## src/rtl/can_ferr_pkg.sv

```systemverilog
package can_ferr_pkg;
    localparam int NUM_COND = 6;
    localparam int DATA_W   = 8;
    localparam int ADDR_W   = 2;

    localparam int IDX_OVF  = 0;
    localparam int IDX_ARB  = 1;
    localparam int IDX_WARN = 2;
    localparam int IDX_BERR = 3;
    localparam int IDX_PASV = 4;
    localparam int IDX_BOFF = 5;
    localparam int IRQ_BIT  = 4;

    localparam logic [ADDR_W-1:0] A_STATUS  = 2'd0;
    localparam logic [ADDR_W-1:0] A_ENABLE  = 2'd1;
    localparam logic [ADDR_W-1:0] A_IRQ     = 2'd2;
    localparam logic [ADDR_W-1:0] A_CAPTURE = 2'd3;

    typedef enum logic [1:0] {
        ET_BIT   = 2'b00,
        ET_FORM  = 2'b01,
        ET_STUFF = 2'b10,
        ET_OTHER = 2'b11
    } err_kind_e;

    typedef struct packed {
        err_kind_e   kind;
        logic        rx;
        logic [4:0]  pos;
    } err_code_t;
endpackage

```

## src/rtl/cferr_flags.sv

```systemverilog
module cferr_flags #(
    parameter int N    = 6,
    parameter int BERR = 3
) (
    input  logic         clk,
    input  logic         rst_n,
    input  logic [N-1:0] hw_set,
    input  logic [N-1:0] w1c,
    input  logic         berr_rd,
    input  logic         en_we,
    input  logic [N-1:0] en_wdata,
    input  logic         irq_clr,
    output logic [N-1:0] status,
    output logic [N-1:0] enable,
    output logic         irq
);
    typedef struct packed {
        logic [N-1:0] st;
        logic [N-1:0] en;
        logic         irq;
    } flags_t;

    flags_t s_d, s_q;
    logic [N-1:0] sw_mask;

    always_comb begin
        s_d = s_q;
        // bus error flag is not software-clearable by write
        sw_mask       = w1c;
        sw_mask[BERR] = 1'b0;
        s_d.st = s_q.st & ~sw_mask;
        if (berr_rd) begin
            s_d.st[BERR] = 1'b0;
        end
        // hardware set has priority over any clear
        s_d.st = s_d.st | hw_set;
        if (en_we) begin
            s_d.en = en_wdata;
        end
        // two-step clear: all flags must already be zero
        if (irq_clr && (s_q.st == '0)) begin
            s_d.irq = 1'b0;
        end
        if ((hw_set & s_q.en) != '0) begin
            s_d.irq = 1'b1;
        end
    end

    always_ff @(posedge clk or negedge rst_n) begin
        if (!rst_n) begin
            s_q <= '0;
        end else begin
            s_q <= s_d;
        end
    end

    assign status = s_q.st;
    assign enable = s_q.en;
    assign irq    = s_q.irq;
endmodule

```

## src/rtl/cferr_capture.sv

```systemverilog
module cferr_capture #(
    parameter int W = 8
) (
    input  logic         clk,
    input  logic         rst_n,
    input  logic         berr_evt,
    input  logic [W-1:0] code_in,
    input  logic         rd,
    output logic [W-1:0] code,
    output logic         locked
);
    typedef struct packed {
        logic [W-1:0] code;
        logic         lock;
    } cap_t;

    cap_t c_d, c_q;
    logic lock_after_rd;

    always_comb begin
        c_d = c_q;
        // a read unlocks first, so a same-cycle error is taken
        lock_after_rd = c_q.lock && !rd;
        c_d.lock = lock_after_rd;
        if (berr_evt && !lock_after_rd) begin
            c_d.code = code_in;
            c_d.lock = 1'b1;
        end
    end

    always_ff @(posedge clk or negedge rst_n) begin
        if (!rst_n) begin
            c_q <= '0;
        end else begin
            c_q <= c_d;
        end
    end

    assign code   = c_q.code;
    assign locked = c_q.lock;
endmodule

```

## src/rtl/cferr_rx_guard.sv

```systemverilog
module cferr_rx_guard (
    input  logic clk,
    input  logic rst_n,
    input  logic sof,
    input  logic full,
    output logic overflow,
    output logic drop
);
    logic drop_d, drop_q;

    always_comb begin
        overflow = sof && full;
        drop_d   = drop_q;
        if (sof) begin
            drop_d = full;
        end
    end

    always_ff @(posedge clk or negedge rst_n) begin
        if (!rst_n) begin
            drop_q <= 1'b0;
        end else begin
            drop_q <= drop_d;
        end
    end

    assign drop = drop_q;
endmodule

```

## src/rtl/can_frame_err_irq.sv

```systemverilog
module can_frame_err_irq
    import can_ferr_pkg::*;
(
    input  logic              clk,
    input  logic              rst_n,
    input  logic              berr_evt,
    input  logic [DATA_W-1:0] berr_code,
    input  logic              arb_lost_evt,
    input  logic              warn_evt,
    input  logic              passive_evt,
    input  logic              busoff_evt,
    input  logic              rx_sof,
    input  logic              prebuf_full,
    output logic              rx_drop,
    input  logic              reg_cs,
    input  logic              reg_wr,
    input  logic [ADDR_W-1:0] reg_addr,
    input  logic [DATA_W-1:0] reg_wdata,
    output logic [DATA_W-1:0] reg_rdata,
    output logic              irq
);
    localparam int PAD_W = DATA_W - NUM_COND;

    logic [NUM_COND-1:0] hw_set;
    logic [NUM_COND-1:0] status_q;
    logic [NUM_COND-1:0] enable_q;
    logic [NUM_COND-1:0] w1c;
    logic [DATA_W-1:0]   cap_code;
    logic                cap_lock;
    logic                cap_rd;
    logic                ovf_pulse;
    logic                st_wr;
    logic                en_wr;
    logic                irq_clr;

    cferr_rx_guard i_guard (
        .clk      (clk),
        .rst_n    (rst_n),
        .sof      (rx_sof),
        .full     (prebuf_full),
        .overflow (ovf_pulse),
        .drop     (rx_drop)
    );

    always_comb begin
        hw_set           = '0;
        hw_set[IDX_OVF]  = ovf_pulse;
        hw_set[IDX_ARB]  = arb_lost_evt;
        hw_set[IDX_WARN] = warn_evt;
        hw_set[IDX_BERR] = berr_evt;
        hw_set[IDX_PASV] = passive_evt;
        hw_set[IDX_BOFF] = busoff_evt;
    end

    always_comb begin
        st_wr   = reg_cs && reg_wr && (reg_addr == A_STATUS);
        en_wr   = reg_cs && reg_wr && (reg_addr == A_ENABLE);
        irq_clr = reg_cs && reg_wr && (reg_addr == A_IRQ) && reg_wdata[IRQ_BIT];
        cap_rd  = reg_cs && !reg_wr && (reg_addr == A_CAPTURE);
        w1c     = st_wr ? reg_wdata[NUM_COND-1:0] : '0;
    end

    cferr_flags #(
        .N    (NUM_COND),
        .BERR (IDX_BERR)
    ) i_flags (
        .clk      (clk),
        .rst_n    (rst_n),
        .hw_set   (hw_set),
        .w1c      (w1c),
        .berr_rd  (cap_rd),
        .en_we    (en_wr),
        .en_wdata (reg_wdata[NUM_COND-1:0]),
        .irq_clr  (irq_clr),
        .status   (status_q),
        .enable   (enable_q),
        .irq      (irq)
    );

    cferr_capture #(
        .W (DATA_W)
    ) i_capture (
        .clk      (clk),
        .rst_n    (rst_n),
        .berr_evt (berr_evt),
        .code_in  (berr_code),
        .rd       (cap_rd),
        .code     (cap_code),
        .locked   (cap_lock)
    );

    always_comb begin
        reg_rdata = '0;
        if (reg_cs && !reg_wr) begin
            case (reg_addr)
                A_STATUS:  reg_rdata = {{PAD_W{1'b0}}, status_q};
                A_ENABLE:  reg_rdata = {{PAD_W{1'b0}}, enable_q};
                A_IRQ:     reg_rdata[IRQ_BIT] = irq;
                default:   reg_rdata = cap_code;
            endcase
        end
    end
endmodule

```

## config.mk

```make
export PLATFORM = sky130hd
export DESIGN_NAME = can_frame_err_irq
export DESIGN_NICKNAME = d
export VERILOG_FILES = /design/src/rtl/can_ferr_pkg.sv /design/src/rtl/cferr_flags.sv /design/src/rtl/cferr_capture.sv /design/src/rtl/cferr_rx_guard.sv /design/src/rtl/can_frame_err_irq.sv
export SDC_FILE = /design/constraint.sdc
export NUM_CORES = 1
export LEC_CHECK = 0
export ABC_AREA = 1
export BUFFER_PORTS_ARGS = -buffer_cell sky130_fd_sc_hd__buf_2
export CAP_MARGIN = 5
export CORE_ASPECT_RATIO = 1.2
export CORE_MARGIN = 5
export CORE_UTILIZATION = 37
export DETAILED_ROUTE_END_ITERATION = 10
export PLACE_DENSITY_LB_ADDON = 0.08
export SYNTH_ARGS = -nofsm -noshare
export SYNTH_HDL_FRONTEND = slang
export SYNTH_HIERARCHICAL = 1
export SYNTH_SLANG_ARGS = --single-unit
```

## constraint.sdc

```tcl
create_clock -name clk -period 0.9 [get_ports clk]
set_input_delay 0.045 -clock clk [delete_from_list [all_inputs] [get_ports clk]]
set_output_delay 0.045 -clock clk [all_outputs]
set_load 0.03 [all_outputs]
```

* After elaboration in Yosys (flattened, before gate mapping)
Index checks and enable logic that the tools add are counted.
** Cells by class
- Muxes and demuxes :: 9
- Bitwise logic cells :: 4
- Equality and inequality tests :: 3
- Reduce and logical (&&, ||, !) cells :: 18
** Operator list (count)
- bitwise AND 6 bit :: 2
- one-hot mux 4 bit (3 select lines) :: 1
- logical AND 1 bit :: 11
- one-hot mux 3 bit (3 select lines) :: 1
- two-way mux 8 bit :: 1
- logical NOT 6 bit :: 1
- two-way mux 6 bit :: 1
- NOT 6 bit :: 1
- bitwise OR 6 bit :: 1
- nonzero test 6 bit :: 1
- equality test 2 bit, second input constant :: 2
- two-way mux 1 bit :: 4
- logical NOT 1 bit :: 3
- one-hot mux 1 bit (3 select lines) :: 1
- equality test 2 x 1 -> 1 bit, second input constant :: 1
- logical NOT 2 bit :: 1
- nonzero test 2 bit :: 1
** Storage, ports and cells
- Word-level logic and storage cells :: 40
- Register bits :: 23
- Output and inout bits :: 10

* Longest topological paths before layout
Gate-level depths: netlist (run 1).
- Word-level depth :: 8
- Mapped depth :: 9
- Depth with buffers taken out :: 9

* Hierarchy
Netlist (run 1), hierarchy kept.
** By module, submodules not included
- cferr_flags :: sequential area each 325.3 µm², times used 1, cells an instance 55, area each 569.3 µm²
- cferr_capture :: sequential area each 225.2 µm², times used 1, cells an instance 39, area each 372.9 µm²
- can_frame_err_irq :: sequential area each 0.0 µm², times used 1, cells an instance 70, area each 296.5 µm²
- cferr_rx_guard :: sequential area each 25.0 µm², times used 1, cells an instance 6, area each 43.8 µm²

* Worst setup path after synthesis (run 1)
No wires, ideal clock.
- Kind :: input to register
- From :: input port reg_addr[1]
- To :: register i_flags.s_q, in the netlist i_flags/enable[0]
- Stages :: 4
- Setup time :: 0.125 ns
- Arrival time :: 0.863 ns
- Data required time :: 0.775 ns
- Slack :: -0.088 ns
- Cells stage by stage :: buf_2 nor3_1 buf_6 mux2_4
** Between the ends
- Cells in the longest elaborated chain, start to end :: 2
** RTL lines
- from (decl) :: line can_frame_err_irq.sv:17 : input logic [ADDR_W-1:0] reg_addr,
- equality test 2 x 1 -> 1 bit :: line can_frame_err_irq.sv:57 : en_wr = reg_cs && reg_wr && (reg_addr == A_ENABLE);
- logical AND 1 bit :: line can_frame_err_irq.sv:57
- net en_wr :: line can_frame_err_irq.sv:33 : logic en_wr;
- to (signal assigned) :: line cferr_flags.sv:51 : s_q <= '0;
- to (signal assigned) :: line cferr_flags.sv:53 : s_q <= s_d;
- to (decl) :: line cferr_flags.sv:23 : flags_t s_d, s_q;
The timed path passes the listed nets, and every way through them passes these cells.
A chain may end at the register's enable or synchronous reset.

* Worst setup path after layout (run 1)
- From :: register i_flags.s_q, in the netlist i_flags/enable[4]
- To :: output port reg_rdata[4]
** Between the ends
- Cells in the longest elaborated chain, start to end :: 2
** RTL lines
- one-hot mux 1 bit (3 select lines) :: line can_frame_err_irq.sv:95 : case (reg_addr)
- two-way mux 8 bit :: line can_frame_err_irq.sv:94 : if (reg_cs && !reg_wr) begin
- to (decl) :: line can_frame_err_irq.sv:19 : output logic [DATA_W-1:0] reg_rdata,
No other way between the ends.

==> results of run 1 <==
-- sequential cells by signal (all words and copies together) (netlist names) --
register / cells
i_capture/code: 8
i_flags/enable: 6
i_flags/status: 6
i_capture/locked: 1
i_flags/irq: 1
i_guard/drop: 1
-- worst max-delay path: cells and delay by family (launching register included) --
| kind | cells | cell delay, ns |
|---|---|---|
| DFF | 1 | 0.39 |
| buffers and inverters | 2 | 0.17 |
| and+or+nand+nor | 2 | 0.16 |
| AOI/OAI and AO/OA | 1 | 0.13 |
-- area by class of cell --
type / instances / area, sq um
inverters: 29 / 108.9
multi-input cells: 113 / 616.8
flip-flops and latches: 23 / 576.8
clock inverters: 1 / 5.005
fillers: 324 / 1385
repair buffers: 72 / 558.0
well taps: 37 / 46.29
clock buffers: 3 / 41.29
-- worst paths after layout --
kind	slack (ns)	depth (start not counted)	to	start
setup / recovery	-0.27	5	reg_rdata[4]	i_flags/enable[4]$_DFFE_PN0P_
min in group asynchronous	0.19	2	i_flags/enable[4]$_DFFE_PN0P_	rst_n
hold reg to reg	0.47	2	i_capture/code[4]$_DFFE_PN0P_	i_capture/code[4]$_DFFE_PN0P_
hold / removal	0.006	2	i_flags/status[5]$_DFF_PN0_	busoff_evt
setup reg to reg	-0.18	8	i_flags/irq$_DFFE_PN0P_	i_flags/enable[4]$_DFFE_PN0P_
max in group asynchronous	0.33	3	i_flags/enable[2]$_DFFE_PN0P_	rst_n
-- cells in the final DEF, fill, tap and decap left out --
cell type / instances
nand2_4: 3
nand2_1: 54
nor2_4: 1
buf_4: 24
nand2_2: 2
nor3_2: 1
dfrtp_2: 1
buf_12: 1
buf_6: 14
dfrtp_1: 22
o21ai_1: 1
buf_2: 26
inv_2: 1
nor2_1: 11
clkbuf_8: 3
nor3_1: 2
nand3_1: 16
clkinv_2: 1
mux2_4: 5
nand3_2: 7
nor2_2: 2
o21bai_1: 5
dlygate4sd3_1: 7
inv_1: 28
o21ai_0: 3
-- stage by stage --
stage	TNS, ns	hold slack [ns]	power (W)	instance area (sq um)
after floorplan	0	-0.2506	0.001677	1289
after global placement	-2.016	-0.04210	0.001901	1610
after detailed placement	-2.068	-0.04482	0.001919	1610
after CTS	-1.523	0.003887	0.002759	1863
after global routing	-2.479	0.006615	0.003045	1953
final	-1.755	0.006284	0.002860	1953
-- what timing repair did --
item	in CTS	in global routing
setup buffers	8	7
hold buffers	6	1
gates resized for setup	25	12
setup endpoints to repair	10	23
hold endpoints to repair	28	1
cloned	0	1
pin swaps	16	6
-- where the power goes --
part | internal, W | total (W) | switching (W)
Combinational | 0.000489 | 0.000886 | 0.000397
Clock | 0.000310 | 0.000672 | 0.000362
Sequential | 0.00120 | 0.00130 | 0.000105
Total | 0.00200 | 0.00286 | 0.000864
-- metal layers --
metal | up-vias | global-route usage (%) | routed length [um]
met3 | 5 | 3.323 | 176
met2 | 29 | 28.44 | 1816
met4 | 0 | 5.543 | 50
met5 | - | 0 | 0
met1 | 622 | 19.32 | 1636
li1 | 662 | - | -
==> summary.md, run 1 <==
| Metric | Value |
|---|---|
| DRT iter0 DRCs | 50 |
| Slowest Stage Delay on Critical Path | about 0.39 ns |
| Count of final hold-check violations | 0 |
| Routed Antenna Nets | 0 |
| Critical path type | reg2out |
| Layout cells sized above 1 | 38.17% |
| Reg clk slew, reported paths | roughly 0.090 ns |
| Antenna cell count | 0 |
| Critical path capture point type | output pin |
| Ports | 39 |
| Fin crit period | 1.168 ns |
| Number of buffers created by CTS | 3 |
| Hold WC Path Type | in2reg |
| GRT Overall Usage | between 10% and 20% |
| CTS Root Cell | clkbuf_8 |
| Tcrit/Tclk final | 129.8% |
| Static Leak | 1.128 nW |
| WL/cell | 13.24 um |
| Count of input and output buffers | 36 |
| Detailed-route wire length | approximately 3.7 mm |
| Count of final setup violators | 12 |
| CP Cell Sequence | o21ai_1 > nand3_1 > nand2_1 > inv_1 > buf_6 |
| Mean Syn Cell Area | between 7 and 8 sq um |
| Starting Density | 38.19% |
| Worst relative slew slack | 78.91% |
| PwrDens | 1465 nW/um^2 |
| Cells after Synth | approximately 170 |
| Setup WS post-layout | -0.2678 ns |
| Pre-CTS setup slack | -0.1618 ns |
| Cell Rows | 23 |
| CP Data Arrival Time | around 1.1 ns |
| Crit start category | flop |
| Post-Syn Area | 1275 sq um |
| Status | finished with violations |
| Crit Path Max Fanout | 2 |
| DRC violations left | 0 |
| Initial antenna violation count | 0 |
| Die W | 63.59 um |
| Chip height | roughly 74 um |
| RSZ-0062 raised after global routing | true |
| Core area | 3338 sq um |
| Final slew viol count | 0 |
| DPL Wire Length | around 2.6 mm |
| Max_cap viols | 0 |
| CP max-delay cell | dfrtp_1 |
| Die area | 4725 sq um |
| Clk sink count | 23 |
| Vias per cell | 4.741 |
| Post-Layout Cell Count | 278 |
| Vias | 1318 |
| Critical path required time | 0.85 ns |
| CTS tree | yes |
| Largest net degree at the start of global routing | 14 |
| Final Core Density | about three fifths |
| Final Net Count | 271 |
| Vias in the first global route | 1333 |
| IR drop worst, VDD | 1.094 mV |
| Layout area overhead | 53.19% |
| Htree depth | 1 |
| GR Overflow Total | 0 |
| Slew @ Worst Pin | 0.3163 ns |
| Drt first pass iters | 4 |
| Global-route wire length before repair | 5.989 mm |
| Maximum clock rate | between 0.8 and 0.9 GHz |
| Insertion delay of the later-clocked pin in the worst-skew pair | between 0.2 and 0.3 ns |
| Fin Clk Skew | ~0.0073 ns |
| Post-Place Cells | about 250 |
| Failing checks | negative setup slack |
| Synth Warn # | 6 |
| Synthesized Nets | 197 |
| Max clock buf depth | 2 |
| GP Congestion | 0.8752 |
No activity file was read; power rests on OpenSTA's default activity.
==> run 2: changes to the inputs <==
--- a/config.mk
+++ b/config.mk
@@ -17,3 +17,4 @@
 export SYNTH_HDL_FRONTEND = slang
 export SYNTH_HIERARCHICAL = 1
 export SYNTH_SLANG_ARGS = --single-unit
+export TNS_END_PERCENT = 50
==> run 2 against run 1 <==
  * The run still ends with negative setup slack left
  * Clock power fell by 1%
  * Clock skew fell by 0.0030 ns
  * Sequential power barely moved
  * Via count rose by 0.38%
  * Non-clock buffer count did not move
  * Critical path depth did not move
  * Final area fell by 1.1%
  * Sequential share of layout area rose by 0.33 points
  * Fmax rose by 0.37%
  * Utilization fell by 0.64 points
  * Hold slack improved by 0.00059 ns
  * Highest routed layer unchanged
==> summary.md, run 2 (synthesized netlist as in run 1, its figures left out) <==
| Metric | Value |
|---|---|
| Post-Layout Cell Count | 278 |
| Post-Place Cells | 253 |
| Die area | between 4000 and 5000 sq um |
| Number of cells on the worst hold path | 2 |
| DPL Wire Length | 2.639 mm |
| PwrDens | ~1500 nW/um^2 |
| Cell Rows | 23 |
| Placed cell area | about 1600 sq um |
| Combinational Power Share | 30.4% |
| Setup WS post-layout | -0.2635 ns |
| CP Cell Sequence | o21ai_1 > nand3_1 > nand2_1 > inv_1 > buf_6 |
| Switching power total | ~0.00085 W |
| Most common cell after layout, fill and taps aside | nand2_1 |
| Starting Density | 38.19% |
| CTS tree | yes |
| Global-route wire length before repair | about 6 mm |
| Critical path required time | 0.85 ns |
| IR drop worst, VDD | between 1 and 1.5 mV |
| Final Cell Area | about 1900 sq um |
| Hold Startpoint | arb_lost_evt |
| Switching share of power | 30.20% |
| Vias per cell | around 4.8 |
| Layout fillers | 325 |
| Most frequent cells in the layout | 54 x nand2_1, 28 x buf_4, 27 x inv_1, 27 x buf_2, 22 x dfrtp_1 |
| Area of the multi-input gates | a little over 600 sq um |
| Chip height | around 74 um |
| Detailed-route wire length | 3.714 mm |
| Count of input and output buffers | 36 |
| Max clock buf depth | 2 |
| Vias | 1323 |
| Max_cap viols | 0 |
| Maximum clock rate | 0.8595 GHz |
| Htree depth | 1 |
| Vias in the first global route | between 1000 and 1500 |
| GRT Overall Usage | between 15 and 20% |
| Final Net Count | 271 |
| R2R Setup Slk | -0.19 ns |
| Critical path capture point type | output pin |
| FF+latch area | 576.8 sq um |
| Routed Antenna Nets | 0 |
| Die W | 63.59 um |
| Clk sink count | 23 |
| Count of final hold-check violations | 0 |
| Total Power | 0.002819 W |
| WL/cell | between 10 and 15 um |
| Slew @ Worst Pin | between 0.3 and 0.4 ns |
| Pint | approximately 0.0020 W |
| CP max-delay cell | dfrtp_1 |
| Fin Clk Skew | 0.004370 ns |
| Hold WC Path Type | in2reg |
| GR Overflow Total | 0 |
| Failing checks | negative setup slack |
| Static Leak | 1.120 nW |
| Number of buffers created by CTS | 3 |
| Worst r2r path cells | 8 |
| CTS Root Cell | clkbuf_8 |
| Reg clk slew, reported paths | 0.09 ns |
| DRC violations left | 0 |
| Setup TNS | -1.749 ns |
| Drt first pass iters | 4 |
| Slowest Stage Delay on Critical Path | around 0.39 ns |
| Clock network fraction of total power | between 20% and 30% |
| WHS Endpoint | i_flags/status[1]$_DFF_PN0_ |
| RR Startpoint | i_flags/enable[4]$_DFFE_PN0P_ |
| Worst relative slew slack | about 79% |
| R2R Path End | i_flags/irq$_DFFE_PN0P_ |
| Core area | 3338 sq um |
| CP Data Arrival Time | 1.12 ns |
| RSZ-0062 raised after global routing | true |
| Count of final setup violators | 14 |
| GP Congestion | around 0.88 |
| Ports | 39 |
| Fin crit period | 1.164 ns |
| Final slew viol count | 0 |
| Crit start category | flop |
| Crit Path Max Fanout | 2 |
| Status | finished with violations |
| Insertion delay of the later-clocked pin in the worst-skew pair | around 0.27 ns |
| Antenna cell count | 0 |
| Initial antenna violation count | 0 |
| Max FFs per register | 8 |
| Sequential share of power | 46.0% |
| Critical path type | reg2out |
| Layout cells sized above 1 | 38.59% |
| Layout area overhead | 51.52% |
| DRT iter0 DRCs | 57 |
| Largest net degree at the start of global routing | 14 |
| Tcrit/Tclk final | 129.3% |
run 2: routing by layer:
layer	share of wire (%)	vias to the layer above	track usage [%]
li1	-	664	-
met1	43	629	19.32
met2	51	25	28.56
met3	4.6	5	3.323
met4	1.3	0	5.543
met5	0	-	0
run 2: power groups by stage:
stage	Clock (W)	Combinational, W	Sequential (W)
global route	0.000744	0.000950	0.00132
CTS	0.000682	0.000769	0.00129
detailed placement	0	0.000596	0.00132
floorplan	0	0.000377	0.00130
finish	0.000665	0.000857	0.00130
global placement	0	0.000585	0.00132
run 2: layout make-up:
| cell class | instances | share of cell area, % |
|---|---|---|
| Clock buffer | 3 | 2.137 |
| Clock inverter | 1 | 0.2591 |
| Inverter | 29 | 5.635 |
| Multi-Input combinational cell | 113 | 31.93 |
| Sequential cell | 23 | 29.86 |
| Tap cell | 37 | 2.396 |
| Timing Repair Buffer | 72 | 27.79 |
run 2: how the worst max path moves through the flow:
stage | cells past startpoint | to | start
floorplan | 8 | i_capture/code[4]$_DFFE_PN0P_ | reg_addr[1]
global placement | 5 | i_flags/enable[0]$_DFFE_PN0P_ | reg_wr
detailed placement | 5 | i_flags/enable[3]$_DFFE_PN0P_ | reg_wr
CTS | 5 | reg_rdata[4] | i_flags/enable[4]$_DFFE_PN0P_
global route | 5 | reg_rdata[4] | i_flags/enable[4]$_DFFE_PN0P_
finish | 5 | reg_rdata[4] | i_flags/enable[4]$_DFFE_PN0P_
run 2: repair_timing:
item / 4_1_cts / 5_1_grt
hold buffers: 6 / 1
setup endpoints to repair: 10 / 23
hold endpoints to repair: 28 / 1
cloned: 0 / 1
resized for setup: 25 / 6
buffers inserted: 7 / 7
pin swaps: 16 / 5
run 2: worst max-delay path, delay by kind of cell, from the launching register on:
family                 cells  cell delay [ns]
AOI/OAI and AO/OA          1             0.13
buffers and inverters      2             0.17
DFF                        1             0.39
and+or+nand+nor            2             0.16
run 2: metrics by stage:
step	util [%]	hold WS, ns	setup WS, ns
6_report	57.87	0.006878	-0.2635
5_1_grt	57.87	0.006615	-0.3266
4_1_cts	55.58	0.003887	-0.2774
3_5_place_dp	48.24	-0.04482	-0.1618
3_3_place_gp	48.24	-0.04210	-0.1414
2_1_floorplan	-	-0.2506	0.0006241
==> run 3: changes to the inputs <==
--- a/config.mk
+++ b/config.mk
@@ -5,8 +5,7 @@
 export SDC_FILE = /design/constraint.sdc
 export NUM_CORES = 1
 export LEC_CHECK = 0
-export ABC_AREA = 1
-export BUFFER_PORTS_ARGS = -buffer_cell sky130_fd_sc_hd__buf_2
+export BUFFER_PORTS_ARGS = -buffer_cell sky130_fd_sc_hd__clkbuf_2
 export CAP_MARGIN = 5
 export CORE_ASPECT_RATIO = 1.2
 export CORE_MARGIN = 5
==> run 3 against run 2 <==
  * The run still ends with negative setup slack left
  * Sequential share of layout area shrank 2.8 points
  * Sequential power rose by 3%
  * Sequential cell count did not move
  * Final area up 10%
  * Die area down 3.6%
  * Clock skew down 0.0025 ns
  * Via count fell by 19%
  * Hold slack improved by 0.038 ns
  * Worst setup slack got worse by 0.34 ns
  * Synthesized area down 4.2%
  * Utilization is 11 points higher
  * Register-to-register slack worse by 0.29 ns
  * Critical path type unchanged
  * Highest routed layer unchanged
==> summary.md, run 3 <==
| Metric | Value |
|---|---|
| Initial antenna violation count | 0 |
| Critical path capture point type | output pin |
| Vias in the first global route | 1187 |
| Maximum clock rate | 0.6640 GHz |
| Pre-CTS setup slack | -0.4502 ns |
| Crit path to | reg_rdata[4] |
| Combinational Power Share | a little under two fifths |
| Layout area overhead | 74.49% |
| Clock network fraction of total power | 16.4% |
| Met2 Use GR | 28.46% |
| Number of buffers created by CTS | 3 |
| Layout cells sized above 1 | 55.98% |
| Final Cell Area | 2131 sq um |
| Post-Syn Area | about 1200 sq um |
| Largest net degree at the start of global routing | 14 |
| Status | finished with violations |
| GRT Overall Usage | between 10% and 20% |
| R2R Path End | i_flags/irq$_DFFE_PN0P_ |
| DRT iter0 DRCs | 21 |
| CTS tree | yes |
| Met1 usage | 17.84% |
| Hold WC Path Type | in2reg |
| Cells after Synth | 96 |
| GR peak layer | met2 |
| Htree depth | 1 |
| Slew @ Worst Pin | 0.3558 ns |
| Sequential share of power | 46.6% |
| Chip height | 72.94 um |
| Crit Path Max Fanout | 2 |
| PwrDens | 1348 nW/um^2 |
| Tcrit/Tclk final | 167.3% |
| GP Congestion | 0.8369 |
| CP Buf/Inv Count | 1 |
| Post-Layout Cell Count | 220 |
| CP Cell Sequence | mux4_2 > and2_4 > buf_8 |
| Hold slack | 0.04442 ns |
| Setup WS post-layout | -0.6061 ns |
| Mean Syn Cell Area | 12.72 sq um |
| Met3 usage | 2.157% |
| CP max-delay cell | mux4_2 |
| Static Leak | around 0.97 nW |
| CP startpoint | i_capture/code[4]$_DFFE_PN0P_ |
| Vias per cell | 4.895 |
| CP Data Arrival Time | 1.46 ns |
| Count of input and output buffers | 36 |
| Drt first pass iters | 4 |
| Critical path required time | 0.85 ns |
| GR Overflow Total | 0 |
| Routed Antenna Nets | 0 |
| Count of final hold-check violations | 0 |
| DRC violations left | 0 |
| Most frequent cells in the layout | 26 x clkbuf_2, 23 x dfrtp_1, 21 x dlygate4sd3_1, 21 x buf_4, 13 x mux2_4 |
| Global-route wire length before repair | 5.526 mm |
| IR drop worst, VDD | 0.8901 mV |
| Failing checks | negative setup slack |
| Synthesized Nets | ~130 |
| Die W | about 62 um |
| RSZ-0062 raised after global routing | true |
| Starting Density | 39.26% |
| Vias | 1077 |
| WL/cell | between 15 and 20 um |
| Clk sink count | 23 |
| Ports | 39 |
| Final Net Count | roughly 210 |
| Worst relative slew slack | 76.28% |
| CTS Root Cell | clkbuf_4 |
| Die area | about 4600 sq um |
| Detailed-route wire length | 3.316 mm |
| Cell Rows | 22 |
| Fin Clk Skew | 0.001890 ns |
| Placed cell area | roughly 1600 sq um |
| Critical path type | reg2out |
| Post-Place Cells | 185 |
| Max FFs per register | 8 |
| Max clock buf depth | 2 |
| Crit start category | flop |
| Fin crit period | 1.506 ns |
| Pint | 0.002083 W |
| Antenna cell count | 0 |
| Most common cell after layout, fill and taps aside | clkbuf_2 |
| Max_cap viols | 0 |
| CP delay by family, top | multiplexers |
| R2R Setup Slk | -0.48 ns |
| Crit path depth | 3 |
| Final slew viol count | 0 |
| Reg clk slew, reported paths | roughly 0.13 ns |
| DPL Wire Length | 2.350 mm |
| Worst r2r path cells | 3 |
| Switching power total | around 0.00079 W |
| RR Startpoint | i_flags/status[1]$_DFF_PN0_ |
| Insertion delay of the later-clocked pin in the worst-skew pair | approximately 0.30 ns |
| Count of final setup violators | 25 |
| Switching share of power | 27.49% |
| Synth Warn # | 6 |
| Slowest Stage Delay on Critical Path | 0.47 ns |
| Core area | between 3000 and 4000 sq um |
## run 3: power by group through the flow
stage | clock network, W | registers (W) | logic, W
2_1_floorplan | 0 | 0.00132 | 0.000462
3_3_place_gp | 0 | 0.00133 | 0.000759
3_5_place_dp | 0 | 0.00133 | 0.000770
4_1_cts | 0.000509 | 0.00133 | 0.000931
5_1_grt | 0.000551 | 0.00136 | 0.00114
6_report | 0.000472 | 0.00134 | 0.00106
## run 3: worst min-delay path by stage
stage,from,end,slack (ns),cells past startpoint
4_1_cts,berr_evt,i_flags/status[3]$_DFF_PN0_,0.03,2
6_report,berr_evt,i_flags/status[3]$_DFF_PN0_,0.04,2
3_5_place_dp,rst_n,i_capture/code[6]$_DFFE_PN0P_,-0.05,1
5_1_grt,berr_evt,i_flags/status[3]$_DFF_PN0_,0.04,2
3_3_place_gp,rst_n,i_capture/code[6]$_DFFE_PN0P_,-0.05,1
2_1_floorplan,rst_n,i_capture/code[0]$_DFFE_PN0P_,-0.25,0
## run 3: metrics by stage
stage          power, W  util (%)  TNS (ns)
6_report       0.002873     68.50    -4.586
5_1_grt        0.003047     68.50    -5.760
4_1_cts        0.002766     65.77    -4.708
3_5_place_dp   0.002097     52.90    -7.029
3_3_place_gp   0.002085     52.90    -6.907
2_1_floorplan  0.001780         -    -4.739
## run 3: area by class of cell
class	count	area, sq um
Fill cell	238	979.7
Timing Repair Buffer	88	768.2
Multi-Input combinational cell	62	686.9
Sequential cell	23	575.6
Tap cell	36	45.04
Inverter	7	28.78
Clock buffer	4	26.28
## run 3: layer usage
layer  up-vias  share of wire (%)
met5         -                  0
met4         0               0.51
met3         2                3.1
met2        19                 54
met1       529                 42
li1        527                  -
## run 3: timing repair
item                                    CTS  global route
endpoints found under the setup margin   21            27
hold buffers                             21             0
setup buffers                             4             7
endpoints found under the hold margin    42             0
resized for setup                        33            12
pin swaps                                11             2
